### src/rtl/pkt_fifo_pkg.sv
package pkt_fifo_pkg;

    // Packet markers stored beside each data word
    typedef struct packed {
        logic sop;
        logic eop;
    } pf_mark_t;

    // Per-cycle operation, encoded as {write accepted, read accepted}
    typedef enum logic [1:0] {
        OP_IDLE = 2'b00,
        OP_POP  = 2'b01,
        OP_PUSH = 2'b10,
        OP_BOTH = 2'b11
    } pf_op_e;

    // Width needed to hold the values 0..n
    function automatic int unsigned pf_cnt_width(input int unsigned n);
        return $clog2(n + 1);
    endfunction

    // Pointer advance with wrap at the buffer depth
    function automatic int unsigned pf_wrap_inc(input int unsigned p, input int unsigned depth);
        return (p == depth - 1) ? 0 : p + 1;
    endfunction

endpackage

### src/rtl/pf_ctrl.sv
module pf_ctrl
    import pkt_fifo_pkg::*;
#(
    parameter int DEPTH = 16,
    localparam int AW = (DEPTH > 1) ? $clog2(DEPTH) : 1,
    localparam int CW = $clog2(DEPTH + 1)
) (
    input  logic          clk,
    input  logic          rst,
    input  logic          wr_en,
    input  logic          wr_eop,
    input  logic          rd_en,
    input  logic          head_eop,
    output logic          wr_ok,
    output logic          rd_ok,
    output logic          ovf_now,
    output logic [AW-1:0] wr_ptr,
    output logic [AW-1:0] rd_ptr,
    output logic [CW-1:0] level,
    output logic [CW-1:0] level_next,
    output logic [CW-1:0] eop_cnt
);

    logic    is_full;
    logic    is_empty;
    logic    eop_in;
    logic    eop_out;
    pf_op_e  op;

    assign is_full  = (level == CW'(DEPTH));
    assign is_empty = (level == '0);
    assign rd_ok    = rd_en && !is_empty;
    assign wr_ok    = wr_en && (!is_full || rd_ok);
    assign ovf_now  = wr_en && !wr_ok;
    assign op       = pf_op_e'({wr_ok, rd_ok});
    assign eop_in   = wr_ok && wr_eop;
    assign eop_out  = rd_ok && head_eop;

    always_comb begin
        unique case (op)
            OP_PUSH: level_next = level + CW'(1);
            OP_POP:  level_next = level - CW'(1);
            default: level_next = level;
        endcase
    end

    always_ff @(posedge clk) begin
        if (rst) begin
            wr_ptr  <= '0;
            rd_ptr  <= '0;
            level   <= '0;
            eop_cnt <= '0;
        end else begin
            level <= level_next;
            if (wr_ok) wr_ptr <= AW'(pf_wrap_inc(int'(wr_ptr), DEPTH));
            if (rd_ok) rd_ptr <= AW'(pf_wrap_inc(int'(rd_ptr), DEPTH));
            if (eop_in && !eop_out)      eop_cnt <= eop_cnt + CW'(1);
            else if (!eop_in && eop_out) eop_cnt <= eop_cnt - CW'(1);
        end
    end

endmodule

### src/rtl/pf_storage.sv
module pf_storage
    import pkt_fifo_pkg::*;
#(
    parameter int DATA_W = 8,
    parameter int DEPTH  = 16,
    localparam int AW = (DEPTH > 1) ? $clog2(DEPTH) : 1,
    localparam int EW = DATA_W + $bits(pf_mark_t)
) (
    input  logic              clk,
    input  logic              rst,
    input  logic              wr_ok,
    input  logic [AW-1:0]     wr_ptr,
    input  logic [DATA_W-1:0] wr_data,
    input  pf_mark_t          wr_mark,
    input  logic              rd_ok,
    input  logic [AW-1:0]     rd_ptr,
    output pf_mark_t          head_mark,
    output logic [DATA_W-1:0] rd_data,
    output pf_mark_t          rd_mark,
    output logic              rd_valid
);

    logic [EW-1:0] mem [DEPTH];
    logic [EW-1:0] head;

    assign head      = mem[rd_ptr];
    assign head_mark = pf_mark_t'(head[EW-1:DATA_W]);

    always_ff @(posedge clk) begin
        if (wr_ok) mem[wr_ptr] <= {wr_mark, wr_data};
    end

    always_ff @(posedge clk) begin
        if (rst) begin
            rd_valid <= 1'b0;
            rd_data  <= '0;
            rd_mark  <= '0;
        end else begin
            rd_valid <= rd_ok;
            if (rd_ok) begin
                rd_data <= head[DATA_W-1:0];
                rd_mark <= head_mark;
            end
        end
    end

endmodule

### src/rtl/pf_dav.sv
module pf_dav #(
    parameter int CW = 5
) (
    input  logic          clk,
    input  logic          rst,
    input  logic [CW-1:0] cfg_thresh,
    input  logic          cfg_eop_mode,
    input  logic [CW-1:0] level,
    input  logic [CW-1:0] eop_cnt,
    output logic          dav
);

    logic [CW-1:0] thr_q;
    logic          eop_mode_q;

    // Configuration is captured only while reset is asserted
    always_ff @(posedge clk) begin
        if (rst) begin
            thr_q      <= cfg_thresh;
            eop_mode_q <= cfg_eop_mode;
        end
    end

    assign dav = (level >= thr_q) || (eop_mode_q && (eop_cnt != '0));

endmodule

### src/rtl/pf_err.sv
module pf_err #(
    parameter int CW     = 5,
    parameter bit STICKY = 1'b0
) (
    input  logic          clk,
    input  logic          rst,
    input  logic          ovf_now,
    input  logic [CW-1:0] level_next,
    output logic          ovf_err
);

    logic err_d;

    generate
        if (STICKY) begin : g_hold
            // Held until the edge on which the buffer becomes empty
            assign err_d = ovf_now || (ovf_err && (level_next != '0));
        end else begin : g_pulse
            assign err_d = ovf_now;
        end
    endgenerate

    always_ff @(posedge clk) begin
        if (rst) ovf_err <= 1'b0;
        else     ovf_err <= err_d;
    end

endmodule

### src/rtl/pkt_fifo.sv
module pkt_fifo
    import pkt_fifo_pkg::*;
#(
    parameter int DATA_W = 8,
    parameter int DEPTH  = 16,
    parameter bit STICKY = 1'b0,
    localparam int AW = (DEPTH > 1) ? $clog2(DEPTH) : 1,
    localparam int CW = $clog2(DEPTH + 1)
) (
    input  logic              clk,
    input  logic              rst,
    input  logic [CW-1:0]     cfg_thresh,
    input  logic              cfg_eop_mode,
    input  logic              wr_en,
    input  logic [DATA_W-1:0] wr_data,
    input  logic              wr_sop,
    input  logic              wr_eop,
    output logic              full,
    input  logic              rd_en,
    output logic [DATA_W-1:0] rd_data,
    output logic              rd_sop,
    output logic              rd_eop,
    output logic              rd_valid,
    output logic              empty,
    output logic              dav,
    output logic              ovf_err
);

    logic          wr_ok;
    logic          rd_ok;
    logic          ovf_now;
    logic [AW-1:0] wr_ptr;
    logic [AW-1:0] rd_ptr;
    logic [CW-1:0] level_q;
    logic [CW-1:0] level_next;
    logic [CW-1:0] eop_cnt_q;
    pf_mark_t      head_mark;
    pf_mark_t      wr_mark;
    pf_mark_t      rd_mark;

    assign wr_mark = '{sop: wr_sop, eop: wr_eop};

    pf_ctrl #(.DEPTH(DEPTH)) u_ctrl (
        .clk        (clk),
        .rst        (rst),
        .wr_en      (wr_en),
        .wr_eop     (wr_eop),
        .rd_en      (rd_en),
        .head_eop   (head_mark.eop),
        .wr_ok      (wr_ok),
        .rd_ok      (rd_ok),
        .ovf_now    (ovf_now),
        .wr_ptr     (wr_ptr),
        .rd_ptr     (rd_ptr),
        .level      (level_q),
        .level_next (level_next),
        .eop_cnt    (eop_cnt_q)
    );

    pf_storage #(.DATA_W(DATA_W), .DEPTH(DEPTH)) u_store (
        .clk       (clk),
        .rst       (rst),
        .wr_ok     (wr_ok),
        .wr_ptr    (wr_ptr),
        .wr_data   (wr_data),
        .wr_mark   (wr_mark),
        .rd_ok     (rd_ok),
        .rd_ptr    (rd_ptr),
        .head_mark (head_mark),
        .rd_data   (rd_data),
        .rd_mark   (rd_mark),
        .rd_valid  (rd_valid)
    );

    pf_dav #(.CW(CW)) u_dav (
        .clk          (clk),
        .rst          (rst),
        .cfg_thresh   (cfg_thresh),
        .cfg_eop_mode (cfg_eop_mode),
        .level        (level_q),
        .eop_cnt      (eop_cnt_q),
        .dav          (dav)
    );

    pf_err #(.CW(CW), .STICKY(STICKY)) u_err (
        .clk        (clk),
        .rst        (rst),
        .ovf_now    (ovf_now),
        .level_next (level_next),
        .ovf_err    (ovf_err)
    );

    assign full   = (level_q == CW'(DEPTH));
    assign empty  = (level_q == '0);
    assign rd_sop = rd_mark.sop;
    assign rd_eop = rd_mark.eop;

endmodule

### config.mk
export PLATFORM = sky130hd
export DESIGN_NAME = pkt_fifo
export DESIGN_NICKNAME = d
export VERILOG_FILES = /design/src/rtl/pkt_fifo_pkg.sv /design/src/rtl/pf_ctrl.sv /design/src/rtl/pf_storage.sv /design/src/rtl/pf_dav.sv /design/src/rtl/pf_err.sv /design/src/rtl/pkt_fifo.sv
export SDC_FILE = /design/constraint.sdc
export NUM_CORES = 1
export LEC_CHECK = 0
export ABC_AREA = 1
export BUFFER_PORTS_ARGS = -buffer_cell sky130_fd_sc_hd__buf_2
export CORE_MARGIN = 4
export CORE_UTILIZATION = 35
export CTS_CLUSTER_DIAMETER = 60
export CTS_CLUSTER_SIZE = 30
export DETAILED_ROUTE_END_ITERATION = 10
export GPL_TIMING_DRIVEN = 0
export PLACE_DENSITY = 0.62
export SLEW_MARGIN = 20
export SYNTH_ARGS = -nofsm -noshare
export SYNTH_HDL_FRONTEND = slang
export SYNTH_HIERARCHICAL = 1
export SYNTH_SLANG_ARGS = --single-unit
### constraint.sdc
create_clock -name clk -period 6.24 [get_ports clk]
set_clock_uncertainty 0.1 [all_clocks]
set_input_delay 0.936 -clock clk [delete_from_list [all_inputs] [get_ports clk]]
set_output_delay 0.936 -clock clk [all_outputs]
set_load 0.02 [all_outputs]
Yosys cells after proc, flatten, opt, wreduce, memory -nomap -nowiden
Memories as Yosys holds them, arrays and structs flattened. A register that Yosys moved wholly into a read port is not among the register bits. Index checks and enable logic that the tools add are counted.

Register bits after elaboration: 36. Bits in writable memories: 160. Output and inout port bits: 15. Logic and storage cells: 52. Memories kept: 1.

Memory list: u_store.mem (words 16, bits a word 10, read ports 1, clocked after memory_dff 1, wr ports 1, RTL line pf_storage.sv:23) `logic [EW-1:0] mem [DEPTH];`.

$add $sub $neg: 6. Magnitude comparators: 1. Equal/unequal tests: 5. Multiplexer cells: 9. Reduce and logical (&&, ||, !) cells: 19.

Operator list (number): 2-to-1 mux 4 bit (4); adder 5 x 1 -> 5 bit, second input constant (2); 2-to-1 mux 5 bit (2); case mux 5 bit (2 select lines) (1); subtractor 5 x 1 -> 5 bit, second input constant (2); adder 4 x 1 -> 4 bit, second input constant (2); equality test 4 bit, second input constant (2); logical AND 1 bit (8); equality test 5 bit, second input constant (1); greater-or-equal comparator 5 bit (1); logical NOT 1 bit (5); logical NOT 5 bit (1); nonzero test 5 bit (1); nonzero test 2 bit (2); equality test 2 x 1 -> 1 bit, second input constant (1); equality test 2 bit, second input constant (1); logical OR 1 bit (2); 2-to-1 mux 1 bit (2).

Depth between registers and ports, before layout
Gate-level depths: netlist (run 1).

Depth after elaboration: 10. Gate-level depth with buffers: 21.

By module
Netlist (run 1), hierarchy kept.

Modules (own cells, without submodules): pf_storage (instances 1, cells each 632, area each 7045.5 um2, seq. area each 5024.8 um2); pf_ctrl (instances 1, cells each 175, area each 1218.7 um2, seq. area each 360.3 um2); pf_dav (instances 1, cells each 32, area each 334.1 um2, seq. area each 180.2 um2); pf_err (instances 1, cells each 3, area each 30.0 um2, seq. area each 20.0 um2); pkt_fifo (instances 1, cells each 6, area each 22.5 um2, seq. area each 0.0 um2).

Least setup slack after synthesis (run 1)
Ideal clock, no wire load.

Kind: input to register. Start: input port rd_en. End: register u_ctrl.eop_cnt[4]. Data arrival time: 2.412 ns. Data required time: 6.069 ns. Path slack: 3.657 ns. Cell stages on the path: 13. Path buffers: 0. Cell sequence: nor2_4 -> nand3_4 -> nand2_4 -> nor2_1 -> ha_1 -> inv_1 -> ha_1 -> or2_2 -> nand2_1 -> nand2_1 -> nand2_1 -> nand2_1 -> a21oi_1.

Longest elaborated chain between the ends: 7. Elaborated cells on any way between the ends: 11. Classes of those cells: 1 x mux; 10 x reduce/logical.

Ends and longest elaborated chain: start: declaration (RTL line pkt_fifo.sv:19) `input logic rd_en,`; logical AND 1 bit * (RTL line pf_ctrl.sv:32) `assign rd_ok = rd_en && !is_empty;`; logical OR 1 bit (RTL line pf_ctrl.sv:33) `assign wr_ok = wr_en && (!is_full || rd_ok);`; logical AND 1 bit (RTL line pf_ctrl.sv:33); logical AND 1 bit (RTL line pf_ctrl.sv:36) `assign eop_in = wr_ok && wr_eop;`; logical NOT 1 bit (RTL line pf_ctrl.sv:58) `else if (!eop_in && eop_out) eop_cnt <= eop_cnt - CW'(1);`; logical AND 1 bit (RTL line pf_ctrl.sv:58); nonzero test 2 bit (no line); end signal: assignment (RTL line pf_ctrl.sv:57) `if (eop_in && !eop_out) eop_cnt <= eop_cnt + CW'(1);`; end signal: assignment (RTL line pf_ctrl.sv:58); end: declaration (RTL line pf_ctrl.sv:21) `output logic [CW-1:0] eop_cnt`.

Mark *: on every way between the ends. The rest lies on a longest branch, timed or not. A chain may end at the register's enable or synchronous reset.

==> results.ini, run 1 <==
[run_status]
run_status = finished, final reports clean

[floorplan]
die_h_um = 165
die_width_um = 165
start_util = 0.356
ios = 35
num_rows = 57
core_sq_mm = 0.0242
die-area_sq_mm = 0.0272

[sta]
worstMarginPinSlew_ns = 1.11
min_period_ns = 2.99
final.setup.tns_ns = 0
holdWs_ns = 0.399
hold_viol_final = 0
min_period_over_period = 0.479
setup-violations-final = 0
relSlewSlack = 0.256
grt_setup_unrepaired = false
fmax_ghz = 0.335
drv_slew = 0

[cells_and_area]
layout_common_cells = nand2_1, edfxtp_1, nand3_1, nor2_1, inv_1
final_common_cell = nand2_1
drive_gt1_frac = 0.125
fillers = 2394
fin_nets = 931
synthToLayoutAreaGrowth_pct = 13.5
final_util = 0.404

[route]
ant_nets = 0
dr.pass1.iters = 5
totalWireLength_mm = 20.7
drtIter0Drc = 488
routedWlPerCell_um = 16.8
vias = 5943
drc_errors = 0
vias_per_cell = 4.82

[global_routing]
track_usage = 0.158
use_met1 = 0.204
grt_busiest_layer = met2
grt_antenna_before_repair = 0
met3_usage = 0.0317
grt-ovfl-total = 0
grt_pass1_vias = 5664
grt_max_degree = 21
grt_pass1_wl_mm = 32.2
grt_use_met2 = 0.269

[worst_setup_path]
critical_path_class = flop to flop
cpMaxStageDelayCell = buf_1
arrival_ns = 3.21
cp_data_required_time_ns = 6.46
end_kind = flop
slowest_delay_ns = 0.48
crit_chain = buf_1 > nand3_1 > nand3_1 > nand2_1 > buf_4 > nand2_1 > ha_1 > inv_1 > ha_1 > a21oi_1 > nand2_1 > nand2_1 > nand2_1 > o21ai_0 > inv_1
worst_path_most_repeated_cell = nand2_1
cp-start-kind = flop
cp_top_family = buffers and inverters
critPathBufInv = 4
worstPathMaxFanout = 10

[logic_synthesis]
synth_area_sq_mm = 0.00862
yosysWarnings = 6
syn_inst = 841
synth_fp_nets = 878
syn_avg_cell_area_sq_um = 10.3

[clock_network]
clk-insertion-delay-late_ns = 0.43
root_buffer = clkbuf_16
clk_pin_slew_worst_paths_ns = 0.07
cts_buffer_depth = 2
cts_tree = done
post-cts-setup-buffer-count = 0
postCtsResizedCells = 0
htreeDepth = 4
cts_buffers = 17
postCtsHoldBufs = 0
cts.sinks = 196

[placed_design]
place.gp.congestion = 0.900
port-buffer-count = 34
dp_hpwl_mm = 13.7

[worst_hold_path]
worstHoldPathType = flop to flop

[power_and_ir_drop]
p_leak_nw = 3.95
p_per_area_mw_per_mm2 = 421
finalPower_mw = 4.12
peakVddDrop_uv = 236

[run]
cap_violations = 0

[worst reg2reg max path, cell delays in order (launching register included)]
cell	delay (ns)
dfxtp_1	0.47
buf_1	0.48
nand3_1	0.22
nand3_1	0.19
nand2_1	0.07
buf_4	0.13
nand2_1	0.07
ha_1	0.16
inv_1	0.12
ha_1	0.35
a21oi_1	0.16
nand2_1	0.08
nand2_1	0.06
nand2_1	0.04
o21ai_0	0.14
inv_1	0.05
[where the power goes]
| group | leakage (nW) | internal, mW | switching [mW] |
|---|---|---|---|
| clock | 0.284 | 0.540 | 0.537 |
| combinational | 1.92 | 0.490 | 0.961 |
| sequential | 1.75 | 1.51 | 0.0817 |
| total | 3.95 | 2.54 | 1.58 |
[stage by stage]
step / cells / worst slack, ns / instance area (sq um)
floorplan: 841 / 3.66 / 8620
global placement: 1199 / 3.28 / 9200
detailed placement: 1199 / 3.25 / 9200
CTS: 1231 / 3.26 / 9780
global route: 1231 / 3.00 / 9780
finish: 1232 / 3.25 / 9790
[final timing paths]
path,startpoint,slack (ns),cells after the start,endpoint
max,u_ctrl/rd_ptr[2],3.25,15,u_ctrl/eop_cnt[3]
min,u_ctrl/eop_cnt[4],0.40,2,u_ctrl/eop_cnt[4]
max reg2reg,u_ctrl/rd_ptr[2],3.25,15,u_ctrl/eop_cnt[3]
min reg2reg,u_ctrl/eop_cnt[4],0.40,2,u_ctrl/eop_cnt[4]
[flip-flops by register name, indices dropped and copies added, names as in the netlist]
signal	flops
u_dav/eop_mode_q	1
u_ctrl/eop_cnt	5
u_store/rd_data	8
u_store/rd_mark	2
u_store/mem	160
u_ctrl/rd_ptr	4
u_ctrl/wr_ptr	4
u_dav/thr_q	5
u_store/rd_valid	1
u_err/ovf_err	1
u_ctrl/level	5
[routing by layer]
layer	wire [um]	share of wire	vias to the layer above
met4	375	0.018	0
met3	1020	0.049	26
met1	8830	0.43	2836
li1	-	-	2916
met5	0	0	-
met2	10500	0.51	165
[area by class of cell]
class	instances	area, sq um	share of cell area
Inverter	66	260	0.0266
Antenna cell	1	2.50	0.000256
Clock buffer	18	429	0.0439
Tap cell	324	405	0.0414
Sequential cell	196	5590	0.571
Buffer	36	248	0.0253
Multi-Input combinational cell	543	2530	0.258
Clock inverter	14	159	0.0162
Timing Repair Buffer	34	170	0.0174
No activity file was read; power rests on OpenSTA's default activity.
==> run 2: changes to the inputs <==
- PLACE_DENSITY: 0.62 -> 0.64
- clock period: 6.24 -> 2.55 ns (I/O delays scaled with it)
==> run 2 against run 1 <==
  * Wire length up 1.8%
  * First-iteration DRC count up 9.0%
  * Sequential power up 150%
  * Critical path depth up 5
  * Via count up 2.0%
  * Power rose to 2.5 times the previous value
  * Clock-buffer cell count down 1
==> results.ini, run 2 (synthesis results as in run 1) <==
[floorplan]
ios = 35
die_h_um = 165
num_rows = 57
die-area_sq_mm = 0.0272
core_sq_mm = 0.0242
start_util = 0.356
die_width_um = 165

[power_and_ir_drop]
clock_power_share = 0.242
comb_power_share = 0.381
p_sw_mw = 3.92
p_leak_nw = 4.04
finalPower_mw = 10.4
p_int_mw = 6.46
p_per_area_mw_per_mm2 = 1030
peakVddDrop_uv = 507
p_sw_frac = 0.378
pwr-share-seq = 0.378

[clock_network]
root_buffer = clkbuf_16
clk_pin_slew_worst_paths_ns = 0.07
cts_buffers = 17
postCtsHoldBufs = 0
clk-insertion-delay-late_ns = 0.43
cts.sinks = 196
cts_buffer_depth = 2
cts_tree = done
htreeDepth = 4

[worst_setup_path]
critical_path_class = flop to flop
critPathBufInv = 4
crit_chain = buf_12 > inv_12 > buf_8 > nand2_1 > nand2_1 > nand2_1 > nand3_2 > nand3_2 > nand2_4 > nand2_4 > ha_4 > inv_6 > fa_2 > nand2_2 > nand2_2 > nand2_2 > nand2_1 > nand2_1 > nand2_1 > a21oi_1
cp_top_family = simple AND/OR/NAND/NOR gates
worst_path_most_repeated_cell = nand2_1
cpMaxStageDelayCell = dfxtp_4
worstPathMaxFanout = 8
r2r_cells = 20
slowest_delay_ns = 0.38
critPathLaunch = u_ctrl/rd_ptr[0]
regToRegStartpoint = u_ctrl/rd_ptr[0]
end_kind = flop
worstReg2RegEnd = u_ctrl/eop_cnt[4]
arrival_ns = 2.78
cp_data_required_time_ns = 2.81
cp-start-kind = flop
r2r_slack_ns = 0.04

[sta]
fmax_ghz = 0.398
hold_viol_final = 0
setup-violations-final = 0
fin_ws_ns = 0.0376
holdWs_ns = 0.0200
drv_slew = 0
min_period_over_period = 0.985
relSlewSlack = 0.254
worstMarginPinSlew_ns = 1.11
min_period_ns = 2.51

[worst_hold_path]
min_path_cells = 1
worstHoldStart = cfg_thresh[2]
min_to = u_dav/thr_q[2]
worstHoldPathType = primary input to flop

[placed_design]
pre_cts_ws_ns = -0.402
place.gp.congestion = 0.864
port-buffer-count = 34
dp_hpwl_mm = 13.9
dp_cells = 1199

[cells_and_area]
reg.largest.list = u_store/mem (160), u_store/rd_data (8)
final_common_cell = nand2_1
drive_gt1_frac = 0.156
synthToLayoutAreaGrowth_pct = 16.4
fin_nets = 943
layout_common_cells = nand2_1, edfxtp_1, nand3_1, nor2_1, inv_1
regMostFlops = u_store/mem
n_antenna_cell = 0
largest_reg_flops = 160
final_util = 0.414
instances_no_fill = 1242

[route]
totalWireLength_mm = 21.1
drtIter0Drc = 532
drc_errors = 0
dr.pass1.iters = 5
routedWlPerCell_um = 17.0
vias_per_cell = 4.88
vias = 6061
ant_nets = 0

[global_routing]
track_usage = 0.160
grt_max_degree = 19
grt_antenna_before_repair = 0
grt_pass1_vias = 5883
grt_pass1_wl_mm = 32.3
grt-ovfl-total = 0

[run_status]
run_status = finished, final reports clean

[run]
cap_violations = 0

-- run 2: changes by cell type in the layout (fill, tap and decap cells not counted), sizes merged --
cell and delta:
buf +14, clkbuf -3, clkinv +1, clkinvlp +1
diode -1, inv -2
-- run 2: how the worst max path moves through the flow --
| stage | endpoint | slack [ns] | depth (start not counted) |
|---|---|---|---|
| 6_report | u_ctrl/eop_cnt[4] | 0.04 | 20 |
| 3_3_place_gp | u_ctrl/eop_cnt[4] | -0.38 | 19 |
| 2_1_floorplan | u_ctrl/eop_cnt[4] | 0.11 | 19 |
| 5_1_grt | u_ctrl/eop_cnt[4] | -0.08 | 20 |
| 3_5_place_dp | u_ctrl/eop_cnt[3] | -0.40 | 15 |
| 4_1_cts | u_ctrl/eop_cnt[4] | 0.01 | 19 |
-- run 2: final cells by class --
class,count,area [sq um]
Fill cell,2357,14200
Buffer,33,310
Clock inverter,14,120
Multi-Input combinational cell,543,2630
Tap cell,324,405
Timing Repair Buffer,49,283
Clock buffer,17,425
Inverter,66,273
Sequential cell,196,5590
-- run 2: through the flow --
stage / setup TNS [ns] / area [sq um]
3_3_place_gp: -1.18 / 9200
6_report: 0 / 10000
4_1_cts: 0 / 9960
2_1_floorplan: 0 / 8620
3_5_place_dp: -1.26 / 9200
5_1_grt: -0.148 / 10000
-- run 2: layer usage --
layer | global-route usage | vias up | share of wire
met3 | 0.0275 | 43 | 0.051
met4 | 0.0737 | 0 | 0.036
met5 | 0 | - | 0
li1 | - | 2941 | -
met1 | 0.200 | 2905 | 0.41
met2 | 0.271 | 172 | 0.50
-- run 2: power by group through the flow --
| stage | registers, mW | clock network, mW | logic [mW] |
|---|---|---|---|
| after CTS | 3.92 | 2.54 | 3.80 |
| final | 3.92 | 2.51 | 3.95 |
| after detailed placement | 3.98 | 0 | 3.50 |
| after global placement | 3.97 | 0 | 3.45 |
| after floorplan | 4.02 | 0 | 2.41 |
| after global routing | 3.95 | 2.68 | 4.40 |
-- run 2: what timing repair did --
action	in CTS	in global routing
endpoints found under the setup margin	4	2
setup buffers	11	3
gates resized for setup	38	15
cloned	1	0
endpoints found under the hold margin	0	0
pin swaps	4	11
-- run 2: worst reg2reg max path: stages, from the launching register on --
cell and delay (ns):
dfxtp_4 0.38, buf_12 0.15, inv_12 0.06, buf_8 0.13, nand2_1 0.06, nand2_1 0.06, nand2_1 0.10, nand3_2 0.09
nand3_2 0.14, nand2_4 0.07, nand2_4 0.06, ha_4 0.15, inv_6 0.05, fa_2 0.38, nand2_2 0.08, nand2_2 0.07
nand2_2 0.07, nand2_1 0.04, nand2_1 0.05, nand2_1 0.05, a21oi_1 0.12
==> run 3: changes to the inputs <==
- PLACE_DENSITY: 0.64 -> default
- PLACE_DENSITY_LB_ADDON: default -> 0.08
==> run 3 against run 2 <==
  * Sequential power barely moved
  * Highest routed layer unchanged
  * Wire length rose by 7.6%
  * Flip-flop and latch count did not move
  * Die area did not move
  * Design area rose by 2.0%
  * Via count fell by 3.4%
  * Worst hold slack improved by 0.0037 ns
  * Non-clock buffer count rose by 2
  * Sequential share of layout area fell by 1.1 points
==> results.ini, run 3 (synthesis results as in run 1) <==
[worst_setup_path]
end_kind = flop
cp_data_required_time_ns = 2.50
critical_path_class = flop to flop
arrival_ns = 2.41
worstReg2RegEnd = u_store/mem[8][1]
worstPathMaxFanout = 10
regToRegStartpoint = u_ctrl/level[2]
r2r_cells = 6
cp-start-kind = flop
r2r_slack_ns = 0.09

[cells_and_area]
instances_no_fill = 1244
multi_input_area_sq_mm = 0.00272
fin_nets = 945
fillers = 2380
regMostFlops = u_store/mem
n_antenna_cell = 0
synthToLayoutAreaGrowth_pct = 18.8
reg.largest.list = u_store/mem (160), u_store/rd_data (8)
seq_area_sq_mm = 0.00559
final_util = 0.422
largest_reg_flops = 160
layout_common_cells = nand2_1, edfxtp_1, nand3_1, nor2_1, inv_1
drive_gt1_frac = 0.178
final_common_cell = nand2_1

[sta]
holdWs_ns = 0.0237
min_period_ns = 2.46
min_period_over_period = 0.967
fmax_ghz = 0.406
drv_slew = 0
worstMarginPinSlew_ns = 1.09
setup-violations-final = 0
grt_setup_unrepaired = true
relSlewSlack = 0.268
final.setup.tns_ns = 0
hold_viol_final = 0

[power_and_ir_drop]
clock_power_share = 0.239
pwr-share-seq = 0.360
p_int_mw = 6.78
p_leak_nw = 4.12
peakVddDrop_uv = 591
p_sw_frac = 0.378
finalPower_mw = 10.9
p_sw_mw = 4.11
comb_power_share = 0.401
p_per_area_mw_per_mm2 = 1060

[run_status]
run_status = finished, final reports clean

[placed_design]
place.gp.congestion = 0.857
dp_hpwl_mm = 15.0
dp_cells = 1199
port-buffer-count = 34

[clock_network]
cts.sinks = 196
clk-insertion-delay-late_ns = 0.43
cts_buffer_depth = 2
root_buffer = clkbuf_16
cts_buffers = 17
cts_tree = done
clk_pin_slew_worst_paths_ns = 0.07
htreeDepth = 4

[route]
ant_nets = 0
vias_per_cell = 4.70
routedWlPerCell_um = 18.2
drc_errors = 0
totalWireLength_mm = 22.7
drtIter0Drc = 358
dr.pass1.iters = 5
vias = 5853

[run]
cap_violations = 0

[floorplan]
num_rows = 57
die_h_um = 165
start_util = 0.356
core_sq_mm = 0.0242
ios = 35
die_width_um = 165
die-area_sq_mm = 0.0272

[worst_hold_path]
worstHoldStart = cfg_thresh[2]
min_to = u_dav/thr_q[2]
min_path_cells = 1
worstHoldPathType = primary input to flop

[global_routing]
grt_max_degree = 18
grt_pass1_vias = 5446
grt_antenna_before_repair = 0
grt_pass1_wl_mm = 33.8
track_usage = 0.171
grt-ovfl-total = 0

## run 3: cell types whose count changed in the layout (fill, tap and decap cells not counted), sizes merged
cell / delta
clkbuf: +1
inv: -4
clkinv: +1
bufinv: +2
dlygate4sd3: +2
## run 3: metal layers
metal / wire, um / part of all wire / track usage
met3: 783 / 0.035 / 0.0277
met1: 11000 / 0.49 / 0.247
met5: 0 / 0 / 0
met2: 10500 / 0.46 / 0.268
met4: 347 / 0.015 / 0.0484
## run 3: through the flow
| step | cell area, sq um | setup slack [ns] |
|---|---|---|
| global route | 10200 | -0.0586 |
| global placement | 9200 | -0.554 |
| CTS | 10000 | 0.000583 |
| floorplan | 8620 | 0.109 |
| detailed placement | 9200 | -0.542 |
| finish | 10200 | 0.0850 |
## run 3: cell type report
class                   instances  area share
flip-flops and latches        196       0.546
multi-input cells             543       0.265
clock buffers                  18      0.0419
well taps                     324      0.0396
plain buffers                  33      0.0342
repair buffers                 51      0.0327
inverters                      66      0.0270
clock inverters                13      0.0131
## run 3: worst max path at each step
stage,slack (ns),start,end
floorplan,0.11,u_ctrl/rd_ptr[0],u_ctrl/eop_cnt[4]
global placement,-0.55,u_ctrl/rd_ptr[2],u_ctrl/eop_cnt[3]
detailed placement,-0.54,u_ctrl/rd_ptr[2],u_ctrl/eop_cnt[4]
CTS,0.0006,u_ctrl/rd_ptr[1],u_ctrl/eop_cnt[4]
global route,-0.06,u_ctrl/level[2],u_store/mem[9][8]
finish,0.09,u_ctrl/level[2],u_store/mem[8][1]
## run 3: what timing repair did
| item | in CTS | in global routing |
|---|---|---|
| gates cloned | 1 | 0 |
| endpoints found under the setup margin | 4 | 85 |
| buffers inserted | 8 | 6 |
| pin swaps | 8 | 14 |
| hold buffers | 2 | 0 |
| resized for setup | 42 | 45 |
| endpoints found under the hold margin | 2 | 0 |
## run 3: worst max-delay path, cell delays in order, from the launching register on
cell and delay (ns):
dfxtp_1 0.48, nor2_4 0.09, nand3_4 0.12, nand2_4 0.11, inv_6 0.11, nand3b_1 0.22
nor2_1 0.85
## run 3: power groups by stage
| stage | Clock (mW) | Sequential, mW | Combinational [mW] |
|---|---|---|---|
| floorplan | 0 | 4.02 | 2.41 |
| global placement | 0 | 3.97 | 3.75 |
| detailed placement | 0 | 3.97 | 3.78 |
| CTS | 2.69 | 3.92 | 4.15 |
| global route | 2.81 | 3.95 | 4.81 |
| finish | 2.61 | 3.92 | 4.37 |
